===== src/rtl/ca_pkg.sv =====
package ca_pkg;
   typedef enum logic [1:0] {
      CMD_IDLE = 2'd0,
      CMD_DRAM = 2'd1,
      CMD_CFGW = 2'd2
   } ca_kind_e;

   function automatic ca_kind_e ca_classify(input logic all_hi, input logic all_lo,
                                            input logic ras_n, input logic cas_n,
                                            input logic we_n);
      if (all_hi)
         return CMD_IDLE;
      if (all_lo && !ras_n && !cas_n && !we_n)
         return CMD_CFGW;
      return CMD_DRAM;
   endfunction
endpackage


===== src/rtl/ca_capture_reg.sv =====
module ca_capture_reg #(
   parameter int ADDR_W = 16,
   parameter int BANK_W = 3,
   parameter int NCS    = 2
) (
   input  logic              clk,
   input  logic              rst,
   input  logic [ADDR_W-1:0] addr_d,
   input  logic [BANK_W-1:0] bank_d,
   input  logic              ras_n_d,
   input  logic              cas_n_d,
   input  logic              we_n_d,
   input  logic [NCS-1:0]    cs_n_d,
   input  logic              par_d,
   output logic [ADDR_W-1:0] addr_q,
   output logic [BANK_W-1:0] bank_q,
   output logic              ras_n_q,
   output logic              cas_n_q,
   output logic              we_n_q,
   output logic [NCS-1:0]    cs_n_q,
   output logic              par_q
);
   always_ff @(posedge clk) begin
      if (rst) begin
         addr_q  <= '0;
         bank_q  <= '0;
         ras_n_q <= 1'b1;
         cas_n_q <= 1'b1;
         we_n_q  <= 1'b1;
         cs_n_q  <= '1;
         par_q   <= 1'b0;
      end else begin
         addr_q  <= addr_d;
         bank_q  <= bank_d;
         ras_n_q <= ras_n_d;
         cas_n_q <= cas_n_d;
         we_n_q  <= we_n_d;
         cs_n_q  <= cs_n_d;
         par_q   <= par_d;
      end
   end
endmodule


===== src/rtl/ca_parity_check.sv =====
module ca_parity_check #(
   parameter int ADDR_W   = 16,
   parameter int BANK_W   = 3,
   parameter int ERR_HOLD = 2
) (
   input  logic              clk,
   input  logic              rst,
   input  logic              check_en,
   input  logic [ADDR_W-1:0] addr_q,
   input  logic [BANK_W-1:0] bank_q,
   input  logic              ras_n_q,
   input  logic              cas_n_q,
   input  logic              we_n_q,
   input  logic              par_q,
   output logic              fail,
   output logic              err_n
);
   localparam int CNT_W = (ERR_HOLD < 2) ? 1 : $clog2(ERR_HOLD + 1);

   logic odd_ones;
   assign odd_ones = ^{addr_q, bank_q, ras_n_q, cas_n_q, we_n_q, par_q};
   assign fail     = check_en & odd_ones;

   if (ERR_HOLD < 1) begin : g_bad_hold
      $error("ca_parity_check: ERR_HOLD must be at least 1");
   end

   if (ERR_HOLD == 1) begin : g_single
      logic err_q;
      always_ff @(posedge clk) begin
         if (rst) err_q <= 1'b0;
         else     err_q <= fail;
      end
      assign err_n = ~err_q;
   end else begin : g_stretch
      logic [CNT_W-1:0] left_q;
      always_ff @(posedge clk) begin
         if (rst)
            left_q <= '0;
         else if (fail)
            left_q <= CNT_W'(ERR_HOLD);
         else if (left_q != '0)
            left_q <= left_q - 1'b1;
      end
      assign err_n = (left_q == '0);
   end
endmodule


===== src/rtl/ca_ctrl_words.sv =====
module ca_ctrl_words #(
   parameter int IDX_W  = 3,
   parameter int WORD_W = 4
) (
   input  logic                            clk,
   input  logic                            rst,
   input  logic                            wr_en,
   input  logic [IDX_W-1:0]                wr_idx,
   input  logic [WORD_W-1:0]               wr_data,
   output logic [(1<<IDX_W)*WORD_W-1:0]    words
);
   localparam int NWORD = 1 << IDX_W;

   for (genvar i = 0; i < NWORD; i++) begin : g_word
      logic [WORD_W-1:0] w_q;
      always_ff @(posedge clk) begin
         if (rst)
            w_q <= '0;
         else if (wr_en && (wr_idx == IDX_W'(i)))
            w_q <= wr_data;
      end
      assign words[i*WORD_W +: WORD_W] = w_q;
   end
endmodule


===== src/rtl/ca_parity_front.sv =====
module ca_parity_front #(
   parameter int ADDR_W   = 16,
   parameter int BANK_W   = 3,
   parameter int NCS      = 2,
   parameter int ERR_HOLD = 2,
   parameter int CFG_IDX_W  = 3,
   parameter int CFG_WORD_W = 4
) (
   input  logic                                    clk,
   input  logic                                    rst,
   input  logic [ADDR_W-1:0]                       addr_i,
   input  logic [BANK_W-1:0]                       bank_i,
   input  logic                                    ras_n_i,
   input  logic                                    cas_n_i,
   input  logic                                    we_n_i,
   input  logic [NCS-1:0]                          cs_n_i,
   input  logic                                    par_i,
   output logic [ADDR_W-1:0]                       dram_addr_o,
   output logic [BANK_W-1:0]                       dram_bank_o,
   output logic                                    dram_ras_n_o,
   output logic                                    dram_cas_n_o,
   output logic                                    dram_we_n_o,
   output logic [NCS-1:0]                          dram_cs_n_o,
   output logic                                    err_n_o,
   output logic [(1<<CFG_IDX_W)*CFG_WORD_W-1:0]    cfg_o
);
   import ca_pkg::*;

   if (ADDR_W < 5) begin : g_bad_addr
      $error("ca_parity_front: ADDR_W must be at least 5");
   end
   if (BANK_W != 3) begin : g_bad_bank
      $error("ca_parity_front: BANK_W must be 3");
   end
   if (CFG_IDX_W != 3 || CFG_WORD_W != 4) begin : g_bad_cfg
      $error("ca_parity_front: configuration field layout is fixed at 8 x 4 bits");
   end
   if (NCS < 1) begin : g_bad_cs
      $error("ca_parity_front: NCS must be at least 1");
   end

   logic [ADDR_W-1:0] addr_q;
   logic [BANK_W-1:0] bank_q;
   logic              ras_n_q, cas_n_q, we_n_q, par_q;
   logic [NCS-1:0]    cs_n_q;

   ca_capture_reg #(.ADDR_W(ADDR_W), .BANK_W(BANK_W), .NCS(NCS)) u_cap (
      .clk(clk), .rst(rst),
      .addr_d(addr_i), .bank_d(bank_i), .ras_n_d(ras_n_i), .cas_n_d(cas_n_i),
      .we_n_d(we_n_i), .cs_n_d(cs_n_i), .par_d(par_i),
      .addr_q(addr_q), .bank_q(bank_q), .ras_n_q(ras_n_q), .cas_n_q(cas_n_q),
      .we_n_q(we_n_q), .cs_n_q(cs_n_q), .par_q(par_q)
   );

   ca_kind_e kind;
   assign kind = ca_classify(&cs_n_q, ~|cs_n_q, ras_n_q, cas_n_q, we_n_q);

   logic fail;
   ca_parity_check #(.ADDR_W(ADDR_W), .BANK_W(BANK_W), .ERR_HOLD(ERR_HOLD)) u_par (
      .clk(clk), .rst(rst), .check_en(kind != CMD_IDLE),
      .addr_q(addr_q), .bank_q(bank_q), .ras_n_q(ras_n_q), .cas_n_q(cas_n_q),
      .we_n_q(we_n_q), .par_q(par_q), .fail(fail), .err_n(err_n_o)
   );

   logic [CFG_IDX_W-1:0]  cw_idx;
   logic [CFG_WORD_W-1:0] cw_data;
   assign cw_idx  = {bank_q[2], addr_q[4:3]};
   assign cw_data = {bank_q[1:0], addr_q[1:0]};

   ca_ctrl_words #(.IDX_W(CFG_IDX_W), .WORD_W(CFG_WORD_W)) u_cw (
      .clk(clk), .rst(rst),
      .wr_en((kind == CMD_CFGW) && !fail),
      .wr_idx(cw_idx), .wr_data(cw_data), .words(cfg_o)
   );

   assign dram_addr_o  = addr_q;
   assign dram_bank_o  = bank_q;
   assign dram_ras_n_o = ras_n_q;
   assign dram_cas_n_o = cas_n_q;
   assign dram_we_n_o  = we_n_q;
   assign dram_cs_n_o  = cs_n_q;
endmodule


===== config.mk =====
export PLATFORM = sky130hd
export DESIGN_NAME = ca_parity_front
export DESIGN_NICKNAME = d
export VERILOG_FILES = /design/src/rtl/ca_pkg.sv /design/src/rtl/ca_capture_reg.sv /design/src/rtl/ca_parity_check.sv /design/src/rtl/ca_ctrl_words.sv /design/src/rtl/ca_parity_front.sv
export SDC_FILE = /design/constraint.sdc
export NUM_CORES = 1
export LEC_CHECK = 0
export BUFFER_PORTS_ARGS = -buffer_cell sky130_fd_sc_hd__buf_2
export CAP_MARGIN = 20
export CORE_ASPECT_RATIO = 0.75
export CORE_UTILIZATION = 53
export CTS_CLUSTER_SIZE = 12
export DETAILED_ROUTE_END_ITERATION = 6
export PLACE_DENSITY_LB_ADDON = 0.2
export SKIP_LAST_GASP = 1
export SLEW_MARGIN = 20
export SYNTH_ARGS = -nofsm -noshare
export SYNTH_HDL_FRONTEND = slang
export SYNTH_SLANG_ARGS = --single-unit

===== constraint.sdc =====
create_clock -name clk -period 5.55 [get_ports clk]
set_input_delay 0.2775 -clock clk [delete_from_list [all_inputs] [get_ports clk]]
set_output_delay 0.2775 -clock clk [all_outputs]
set_load 0.01 [all_outputs]

==> results by group, run 1 <==
Detailed routing
  – Number of design rule violations left after detail routing: 0
  – Routed vias/inst: between 4 and 5
  – DRT antenna net count: 0
  – Detailed Routing Iterations Pass 1: 4
  – Overall via count from detail_route: around 1800
  – Violation count after the first detailed-routing iteration: 80
  – Routed WL per cell: ~13 um
  – Wirelength, routed: ~4800 um

Timing
  – Achievable Freq: about 390 MHz
  – Final Cycle Share: 46.7%
  – Max-slew headroom: about 40%
  – Hold Slack: ~0.12 ns
  – Endpoints failing setup: 0
  – Total negative setup slack: 0 ns
  – Total count of max-transition violations in the final report: 0
  – Final Hold Viols: 0
  – Worst slew pin tran: 0.888 ns
  – Setup repair after global routing missed its margin: no
  – Final setup skew: approximately 0.008 ns
  – Min Tclk post-route: ~2.6 ns

Die
  – Die extent in y: slightly above 60 um
  – Boundary pin count: 84
  – Number of placement rows: 21
  – Chip width: 80.9 um
  – Initial core utilization: roughly 55%
  – Placeable core area: roughly 4500 um2
  – Area enclosed by the die boundary: around 5000 um2

Pwr
  – Fraction of power spent switching nets: 26.2%
  – NetSw: 0.262 mW
  – Worst IR Drop VDD: between 0.0002 and 0.0003 V
  – Pleak: 1.53 nW
  – Part of the power in registers: 44.7%
  – Fraction of power consumed by combinational cells: a little under a fifth
  – Total power density per cell area: 322 nW/um2
  – Cell-internal power: roughly 0.74 mW
  – Clock power frac: a little over a third
  – Total power: between 1 and 1.5 mW

Yosys
  – Sequential cell area fraction in the yosys report: 47.7%
  – Net count of the mapped netlist: roughly 270
  – Fraction of synthesized cell area in xor and xnor cells: ~8.5%
  – Number of register bits inferred by synthesis: slightly below 60
  – Number of enable-type register cells in the synthesized netlist: 0
  – Post-synthesis compound-gate area fraction: less than 1%
  – Number of distinct library cells after synthesis: 23
  – Largest family of logic cells by synthesized area: simple AND/OR/NAND/NOR gates
  – YS warnings: 0
  – Share of synthesized area spent on multiplexers: between 15 and 20%
  – Area share of and/or/nand/nor cells after synthesis: about a fifth
  – Async set-reset flop share out of synthesis: 0%
  – Adder-cell share of the synthesized area: under 10%
  – Post-synthesis area per instance: 10.6 um2
  – Most common flop cell mapped by yosys: sky130_fd_sc_hd__dfxtp_1
  – Cell area after technology mapping: 2480 um2
  – Number of standard cells after synthesis: 234

Layout
  – Diodes inserted: 0
  – Commonest non-fill, non-tap cell in the layout: sky130_fd_sc_hd__buf_2
  – Core utilization of the finished layout: between 60 and 70%
  – Area Growth Syn to Fin: 25.5%
  – Commonest cells after routing, fill and taps aside: sky130_fd_sc_hd__buf_2, sky130_fd_sc_hd__dfxtp_1, sky130_fd_sc_hd__nand2b_1
  – Share of post-route cells with drive strength above 1: around a third
  – Fillcell total: around 370
  – Count of nets after finishing: ~350

Clock network
  – Clock Latency Late Sink: about 0.34 ns
  – Root buffer selected by CTS: sky130_fd_sc_hd__clkbuf_8
  – Clock tree from TritonCTS: built
  – Number of buffers added by the clock tree synthesis step: 9
  – Buffers inserted during post-CTS setup optimization: 0
  – Maximum clock path buffer count: 2
  – Clock tree sinks: 59
  – Total number of H-tree levels: 3
  – Post_cts resized: 0
  – Clock-pin slew reported for the worst setup and hold paths after clock tree synthesis: about 0.06 ns
  – Hold Buf Count CTS: 0

Critical path
  – Critical Path Sink Type: flop
  – Maximum fanout encountered on the critical timing path: 9
  – Critical Path Source Type: flop
  – Worst Path Arrival: roughly 2.9 ns
  – Classification of the worst setup path: flop to flop
  – Worst path required time: around 5.8 ns

Place
  – Number of buffers added on ports: 83
  – Detail Placement HPWL: 3370 um
  – Gp weighted congestion: a little over 0.7

Min path
  – Type of the most critical hold path: input pin to flop

Job
  – Maximum capacitance violations: 0

Global route
  – Global-route wire length before repair: approximately 7600 um
  – Total global-route track usage: a little over a fifth
  – Maximum number of pins on one net before global-route repair: 65
  – Via count of the first global-routing pass: 1636
  – Total congestion overflow after global routing: 0
  – Initial antenna violation count: 0

Outcome
  – Result of the run: finished clean
## area by class of cell
cell class              instances  area, um2  area share (%)
well taps                      57       71.3            2.29
repair buffers                 83        415            13.4
multi-input cells             161       1240            40.0
clock inverters                 1       5.00           0.161
inverters                       2       7.51           0.241
clock buffers                  15        186            6.00
flip-flops and latches         59       1180            38.0
## critical path, cell delays in order (launching register included)
cell and delay, ns:
sky130_fd_sc_hd__dfxtp_1 0.38, sky130_fd_sc_hd__inv_1 0.08, sky130_fd_sc_hd__ha_1 0.31, sky130_fd_sc_hd__xor2_1 0.16
sky130_fd_sc_hd__xnor2_1 0.19, sky130_fd_sc_hd__xnor2_1 0.18, sky130_fd_sc_hd__xnor2_4 0.48, sky130_fd_sc_hd__mux2i_2 0.46
sky130_fd_sc_hd__mux2i_1 0.27
## per-stage QoR
stage | instances | instance area, um2 | setup slack, ns
2_1_floorplan | 234 | 2480 | 3.16
3_3_place_gp | 362 | 2920 | 3.07
3_5_place_dp | 362 | 2920 | 2.96
4_1_cts | 378 | 3110 | 2.90
5_1_grt | 378 | 3110 | 2.78
6_report | 378 | 3110 | 2.96
## cells in the mapped netlist (5+ instances only)
master	instances	area share [%]
sky130_fd_sc_hd__dfxtp_1	59	48
sky130_fd_sc_hd__nand2b_1	36	9.1
sky130_fd_sc_hd__mux2i_1	32	13
sky130_fd_sc_hd__nor2b_1	20	5.1
sky130_fd_sc_hd__nor2_1	17	2.6
sky130_fd_sc_hd__xnor2_1	17	6.0
sky130_fd_sc_hd__clkbuf_1	7	1.1
sky130_fd_sc_hd__mux2i_2	7	3.9
sky130_fd_sc_hd__nand2_1	5	0.76
sky130_fd_sc_hd__or2_2	5	1.3
## state kept, by name (all words and copies together), names as in the netlist
signal / cells
u_cap.addr_q: 16
u_cap.bank_q: 3
u_cap.cas_n_q: 1
u_cap.cs_n_q: 2
u_cap.par_q: 1
u_cap.ras_n_q: 1
u_cap.we_n_q: 1
u_cw.g_word.w_q: 32
u_par.g_stretch.left_q: 2
## kinds of logic (layout without fill, tap and decap cells)
family / Yosys count / after routing
DFF: 59 / 59
xor gates and xnor gates: 22 / 22
adders and majority gates: 4 / 4
and+or+nand+nor: 92 / 92
muxes: 40 / 40
AOI/OAI and AO/OA: 3 / 3
buffers and inverters: 14 / 101
## routing by layer
| layer | track usage, % | vias to the layer above | wire (um) |
|---|---|---|---|
| li1 | - | 914 | - |
| met1 | 25.9 | 847 | 2180 |
| met2 | 34.9 | 55 | 2320 |
| met3 | 12.3 | 10 | 283 |
| met4 | 6.12 | 0 | 61 |
| met5 | 0 | - | 0 |
## power groups by stage
stage	sequential (mW)	clock (mW)	combinational, mW
4_1_cts	0.448	0.370	0.193
5_1_grt	0.449	0.395	0.203
3_5_place_dp	0.457	0	0.189
3_3_place_gp	0.456	0	0.188
6_report	0.448	0.365	0.189
2_1_floorplan	0.459	0	0.149
## path summary, 6_finish.rpt
check / start / end / slack (ns) / cells after the start
setup / recovery: u_cap.addr_q[3] / u_cw.g_word[5].w_q[0] / 2.96 / 8
hold / removal: cas_n_i / u_cap.cas_n_q / 0.12 / 2
setup reg to reg: u_cap.addr_q[3] / u_cw.g_word[5].w_q[0] / 2.96 / 8
hold reg to reg: u_par.g_stretch.left_q[1] / u_par.g_stretch.left_q[0] / 0.45 / 2
Note: power is estimated with default switching activity, not from simulation.
==> run 2: changes to the inputs <==
- CORE_UTILIZATION: 53 -> 50
- clock period: 5.55 -> 2.5 ns (I/O delays scaled with it)
==> run 2 against run 1 <==
  * First-iteration DRC count is 14% lower
  * Register-to-register slack worse by 2.9 ns
  * Sequential share of layout area is 2.1 points lower
  * Largest power group unchanged
  * Maximum frequency is 6.0% higher
  * Critical endpoint is now u_cw.g_word[5].w_q[1]
  * Cell area is 5.8% higher
  * Total power is 140% higher
  * Clock skew is 0.0012 ns lower
  * Non-clock buffer count is 14 higher
  * Utilization is 1.9 points higher
  * Setup slack worse by 2.9 ns
  * Cell count is 3.2% higher
  * Critical path depth is 1 higher
==> results by group, run 2 (synthesis results as in run 1) <==
Global route
  – Initial antenna violation count: 0 (unchanged)
  – Via count of the first global-routing pass: 1823 (+11%)
  – Global-route wire length before repair: 8420 um (+10%)
  – Total congestion overflow after global routing: 0 (unchanged)
  – Maximum number of pins on one net before global-route repair: 40 (-38%)
  – Total global-route track usage: 20.9% (-1.1 points)

Detailed routing
  – Routed vias/inst: 4.77 (-1.3%)
  – Detailed Routing Iterations Pass 1: 4 (unchanged)
  – Number of design rule violations left after detail routing: 0 (unchanged)
  – Routed WL per cell: 13.1 um (+2.5%)
  – Overall via count from detail_route: 1859 (+1.8%)
  – Wirelength, routed: 5120 um (+5.8%)
  – Violation count after the first detailed-routing iteration: 69 (-14%)
  – DRT antenna net count: 0 (unchanged)

Die
  – Die extent in y: 63.0 um (+2.9%)
  – Boundary pin count: 84 (unchanged)
  – Chip width: 83.3 um (+2.9%)
  – Number of placement rows: 21 (unchanged)
  – Initial core utilization: 53.9% (-1.6 points)
  – Area enclosed by the die boundary: 5240 um2 (+5.8%)
  – Placeable core area: 4600 um2 (+2.9%)

Layout
  – Fillcell total: 338 (-7.4%)
  – Share of post-route cells with drive strength above 1: 35.1% (+0.56 points)
  – Register with the most flip-flops: u_cw.g_word.w_q
  – Max FFs per register: 32 (unchanged)
  – Count of nets after finishing: 361 (+4.0%)
  – Commonest non-fill, non-tap cell in the layout: sky130_fd_sc_hd__buf_2
  – Largest registers: u_cw.g_word.w_q (32), u_cap.addr_q (16), u_cap.bank_q (3)
  – Commonest cells after routing, fill and taps aside: sky130_fd_sc_hd__buf_2, sky130_fd_sc_hd__dfxtp_1, sky130_fd_sc_hd__nand2b_1
  – Area Growth Syn to Fin: 32.7%
  – Diodes inserted: 0 (unchanged)

Critical path
  – Number of buffers and inverters on the critical path: 2 (+1)
  – Classification of the worst setup path: flop to flop
  – Critical Path Sink Type: flop
  – Worst Path Arrival: 2.68 ns (-0.17 ns)
  – Maximum fanout encountered on the critical timing path: 4 (-5)
  – Series of cell instances along the critical path: inv_1 -> ha_1 -> xor2_1 -> xnor2_1 -> xnor2_2 -> xnor2_4 -> buf_4 -> mux2i_4 -> mux2i_1
  – Worst stage delay on the critical path: 0.37 ns (-0.11 ns)
  – Cell at the slowest stage of the critical path: sky130_fd_sc_hd__dfxtp_1
  – Top cell family by delay on the critical path: XOR/XNOR gates
  – Critical Path Source Type: flop
  – Worst path required time: 2.74 ns (-3.07 ns)

Timing
  – Hold Slack: 0.00765 ns (-0.109 ns)
  – Min Tclk post-route: 2.44 ns (-0.145 ns)
  – Achievable Freq: 409 MHz (+6.0%)
  – Total count of max-transition violations in the final report: 0 (unchanged)
  – Max-slew headroom: 48.1% (+7.3 points)
  – Worst slew pin tran: 0.772 ns (-0.115 ns)
  – Setup repair after global routing missed its margin: yes
  – Final Hold Viols: 0 (unchanged)
  – Final Cycle Share: 97.8% (+51 points)
  – Endpoints failing setup: 0 (unchanged)
  – Final setup skew: 0.00674 ns (-0.00123 ns)

Place
  – Detail Placement HPWL: 3520 um (+4.3%)
  – Gp weighted congestion: 0.743 (+5.2%)
  – Number of buffers added on ports: 83 (unchanged)

Outcome
  – Result of the run: finished clean

Clock network
  – Maximum clock path buffer count: 2 (unchanged)
  – Root buffer selected by CTS: sky130_fd_sc_hd__clkbuf_8
  – Clock-pin slew reported for the worst setup and hold paths after clock tree synthesis: 0.06 ns (about the same)
  – Clock Latency Late Sink: 0.32 ns (-0.02 ns)
  – Total number of H-tree levels: 3 (unchanged)
  – Number of buffers added by the clock tree synthesis step: 9 (unchanged)
  – Clock tree sinks: 59 (unchanged)
  – Clock tree from TritonCTS: built

Min path
  – Type of the most critical hold path: input pin to flop

Pwr
  – Pleak: 1.60 nW (+5.0%)
  – Total power: 2.42 mW (+140%)
  – Total power density per cell area: 735 nW/um2 (+130%)
  – Worst IR Drop VDD: 0.000489 V (+87%)

Job
  – Maximum capacitance violations: 0 (unchanged)
==> run 2: path summary, 6_finish.rpt <==
path                             startpoint  slack, ns  cells after the start                        end
setup reg to reg            u_cap.addr_q[3]       0.06                      9      u_cw.g_word[5].w_q[1]
hold / removal                    addr_i[1]      0.008                      2            u_cap.addr_q[1]
setup / recovery            u_cap.addr_q[3]       0.06                      9      u_cw.g_word[5].w_q[1]
hold reg to reg   u_par.g_stretch.left_q[1]       0.47                      2  u_par.g_stretch.left_q[0]
==> run 2: per-layer routing <==
layer	GRT usage [%]	vias to the layer above	wire, um
met5	0	-	0
met4	5.17	0	51
met3	8.45	6	270
met2	34.7	55	2450
met1	25.1	852	2350
li1	-	946	-
==> run 2: report_power, final <==
group | total [mW] | internal [mW] | switching (mW)
registers | 0.994 | 0.970 | 0.0239
clock network | 0.867 | 0.529 | 0.338
logic | 0.555 | 0.293 | 0.262
total | 2.42 | 1.79 | 0.624
==> run 2: cell type report <==
cell class	instances	area, um2	area share [%]
inverter	2	7.51	0.228
timing repair buffer	97	543	16.5
clock inverter	2	35.0	1.07
sequential	59	1180	35.9
multi-input combinational	161	1280	39.1
tap	57	71.3	2.17
clock buffer	12	165	5.02
==> run 2: what timing repair did <==
| action | in CTS | in global routing |
|---|---|---|
| resized for setup | 1 | 4 |
| hold endpoints to repair | 9 | 0 |
| hold buffers | 9 | 0 |
| endpoints found under the setup margin | 32 | 25 |
| setup buffers | 3 | 0 |
| pin swaps | 1 | 0 |
==> run 2: stage by stage <==
stage / setup TNS (ns) / instance area (um2) / cells / setup WS, ns / util, %
2_1_floorplan: 0 / 2480 / 234 / 0.115 / -
3_3_place_gp: 0 / 2930 / 364 / 0.0352 / 63.8
3_5_place_dp: -1.29 / 2930 / 364 / -0.0716 / 63.8
4_1_cts: 0 / 3250 / 390 / 0.0657 / 70.7
5_1_grt: -0.505 / 3290 / 390 / -0.0687 / 71.5
6_report: 0 / 3290 / 390 / 0.0562 / 71.5
==> run 2: worst reg2reg max path: stages, from the launching register on <==
cell and delay, ns:
sky130_fd_sc_hd__dfxtp_1 0.37, sky130_fd_sc_hd__inv_1 0.08, sky130_fd_sc_hd__ha_1 0.30, sky130_fd_sc_hd__xor2_1 0.16, sky130_fd_sc_hd__xnor2_1 0.26, sky130_fd_sc_hd__xnor2_2 0.21
sky130_fd_sc_hd__xnor2_4 0.17, sky130_fd_sc_hd__buf_4 0.20, sky130_fd_sc_hd__mux2i_4 0.35, sky130_fd_sc_hd__mux2i_1 0.26
==> run 3: changes to the inputs <==
- clock period: 2.5 -> 2.46 ns (I/O delays scaled with it)
==> run 3 against run 2 <==
  * Clock skew shrank 0.0012 ns
  * Hold slack gained 0.0023 ns
  * Register-to-register slack gained 0.11 ns
  * Sequential share of layout area shrank 1.2 points
  * Largest cell class unchanged
==> results by group, run 3 (synthesis results as in run 1) <==
Outcome
  – Result of the run: finished clean

Layout
  – Share of post-route cells with drive strength above 1: 34.4% (-0.73 points)
  – Fillcell total: 365 (+8.0%)
  – Footprint of the multi-input gates: 1320 um2 (+2.6%)
  – Commonest non-fill, non-tap cell in the layout: sky130_fd_sc_hd__buf_2
  – Core utilization of the finished layout: 74.1% (+2.6 points)
  – Final design instance area without fill: 3410 um2 (+3.7%)
  – Commonest cells after routing, fill and taps aside: sky130_fd_sc_hd__buf_2, sky130_fd_sc_hd__dfxtp_1, sky130_fd_sc_hd__nand2b_1
  – Largest registers: u_cw.g_word.w_q (32), u_cap.addr_q (16), u_cap.bank_q (3)
  – Footprint of the flip-flops and latches: 1180 um2 (+0.21%)
  – Register with the most flip-flops: u_cw.g_word.w_q
  – Area Growth Syn to Fin: 37.6%
  – Max FFs per register: 32 (unchanged)
  – Diodes inserted: 0 (unchanged)
  – Count of nets after finishing: 369 (+2.2%)

Detailed routing
  – Violation count after the first detailed-routing iteration: 115 (+67%)
  – Wirelength, routed: 5320 um (+3.8%)
  – Routed WL per cell: 13.3 um (+1.2%)
  – Detailed Routing Iterations Pass 1: 4 (unchanged)
  – Number of design rule violations left after detail routing: 0 (unchanged)
  – DRT antenna net count: 0 (unchanged)
  – Routed vias/inst: 4.76 (-0.24%)
  – Overall via count from detail_route: 1902 (+2.3%)

Timing
  – Worst slew pin tran: 0.666 ns (-0.107 ns)
  – Total count of max-transition violations in the final report: 0 (unchanged)
  – Final Cycle Share: 93.2% (-4.6 points)
  – Max-slew headroom: 55.6% (+7.5 points)
  – Final Hold Viols: 0 (unchanged)
  – Hold Slack: 0.00994 ns (+0.00229 ns)
  – Final setup skew: 0.00558 ns (-0.00116 ns)
  – Achievable Freq: 436 MHz (+6.6%)
  – Setup repair after global routing missed its margin: no
  – Total negative setup slack: 0 ns (unchanged)
  – Endpoints failing setup: 0 (unchanged)
  – Post-layout worst setup margin: 0.168 ns (+0.112 ns)
  – Min Tclk post-route: 2.29 ns (-0.152 ns)

Critical path
  – Worst reg2reg path startpoint: u_cap.addr_q[3]
  – Worst path required time: 2.72 ns (-0.02 ns)
  – Critical Path Source Type: flop
  – Slack of the worst reg-to-reg path: 0.17 ns (+0.11 ns)
  – Maximum fanout encountered on the critical timing path: 4 (unchanged)
  – Cells on worst reg2reg path: 9 (unchanged)
  – Worst flop-to-flop path endpoint: u_cw.g_word[4].w_q[1]
  – Worst Path Arrival: 2.55 ns (-0.13 ns)
  – Critical Path Sink Type: flop
  – Classification of the worst setup path: flop to flop

Die
  – Initial core utilization: 53.9% (unchanged)
  – Die extent in y: 63.0 um (unchanged)
  – Boundary pin count: 84 (unchanged)
  – Area enclosed by the die boundary: 5240 um2 (unchanged)
  – Number of placement rows: 21 (unchanged)
  – Chip width: 83.3 um (unchanged)
  – Placeable core area: 4600 um2 (unchanged)

Clock network
  – Clock tree from TritonCTS: built
  – Total number of H-tree levels: 3 (unchanged)
  – Maximum clock path buffer count: 2 (unchanged)
  – Root buffer selected by CTS: sky130_fd_sc_hd__clkbuf_8
  – Clock tree sinks: 59 (unchanged)
  – Number of buffers added by the clock tree synthesis step: 9 (unchanged)
  – Clock Latency Late Sink: 0.33 ns (about the same)
  – Clock-pin slew reported for the worst setup and hold paths after clock tree synthesis: 0.06 ns (about the same)

Global route
  – Initial antenna violation count: 0 (unchanged)
  – Global-route wire length before repair: 8740 um (+3.8%)
  – Total congestion overflow after global routing: 0 (unchanged)
  – Total global-route track usage: 21.6% (+0.71 points)
  – Via count of the first global-routing pass: 1875 (+2.9%)
  – Maximum number of pins on one net before global-route repair: 47 (+18%)

Place
  – Gp weighted congestion: 0.776 (+4.5%)
  – Number of buffers added on ports: 83 (unchanged)
  – Worst-case setup slack after placement: -0.0752 ns (-0.00361 ns)
  – Detail Placement HPWL: 3480 um (-0.96%)
  – Cell area after placement: 2930 um2 (unchanged)

Job
  – Maximum capacitance violations: 0 (unchanged)

Min path
  – Cell count of the worst hold path: 2 (unchanged)
  – Worst hold endpoint: u_cap.addr_q[11]
  – Startpoint of the lowest-slack hold path: addr_i[11]
  – Type of the most critical hold path: input pin to flop

Pwr
  – Pleak: 1.64 nW (+2.5%)
  – Worst IR Drop VDD: 0.000450 V (-7.9%)
  – Total power density per cell area: 724 nW/um2 (-1.4%)
[run 3: where the power goes]
| group | internal (mW) | leakage (nW) | switching, mW |
|---|---|---|---|
| clock | 0.418 | 0.0905 | 0.352 |
| combinational | 0.386 | 1.07 | 0.304 |
| sequential | 0.986 | 0.483 | 0.0232 |
| total | 1.79 | 1.64 | 0.679 |
[run 3: metal layers]
| metal | vias up | wire length (um) | track usage, % |
|---|---|---|---|
| met5 | - | 0 | 0 |
| met4 | 0 | 66 | 8.41 |
| met3 | 7 | 326 | 8.06 |
| met2 | 58 | 2520 | 35.6 |
| met1 | 876 | 2410 | 25.5 |
| li1 | 961 | - | - |
[run 3: worst max path at each step]
stage	start	endpoint	slack [ns]	cells past startpoint
6_report	u_cap.addr_q[3]	u_cw.g_word[4].w_q[1]	0.17	9
4_1_cts	u_cap.addr_q[3]	u_cw.g_word[3].w_q[1]	0.04	9
5_1_grt	u_cap.addr_q[3]	u_cw.g_word[4].w_q[1]	0.02	9
3_5_place_dp	u_cap.addr_q[3]	u_cw.g_word[3].w_q[3]	-0.08	8
3_3_place_gp	u_cap.addr_q[3]	u_cw.g_word[3].w_q[1]	-0.04	8
2_1_floorplan	u_cap.addr_q[3]	u_cw.g_word[0].w_q[0]	0.07	8
[run 3: cell type report]
class,instances,area share (%)
Sequential cell,59,34.7
Tap cell,57,2.09
Clock buffer,14,4.77
Timing Repair Buffer,105,19.2
Multi-Input combinational cell,161,38.7
Inverter,2,0.220
Clock inverter,2,0.294
[run 3: metrics by stage]
stage,instances,total power [mW]
finish,400,2.47
floorplan,234,1.37
CTS,397,2.32
global placement,364,1.46
global route,400,2.58
detailed placement,364,1.47
[run 3: timing repair]
action                                 CTS  global route
setup buffers                            1             0
setup endpoints to repair               32            32
hold buffers                            16             2
resized for setup                        1            10
gates cloned                             0             1
pin swaps                                1             3
endpoints found under the hold margin   16             2
[run 3: critical path, stage by stage, from the launching register on]
cell and delay, ns:
sky130_fd_sc_hd__dfxtp_2 0.34, sky130_fd_sc_hd__inv_1 0.07, sky130_fd_sc_hd__ha_1 0.31, sky130_fd_sc_hd__xor2_1 0.16, sky130_fd_sc_hd__xnor2_1 0.22, sky130_fd_sc_hd__xnor2_2 0.14
sky130_fd_sc_hd__xnor2_4 0.23, sky130_fd_sc_hd__clkbuf_16 0.21, sky130_fd_sc_hd__mux2i_4 0.32, sky130_fd_sc_hd__mux2i_1 0.22
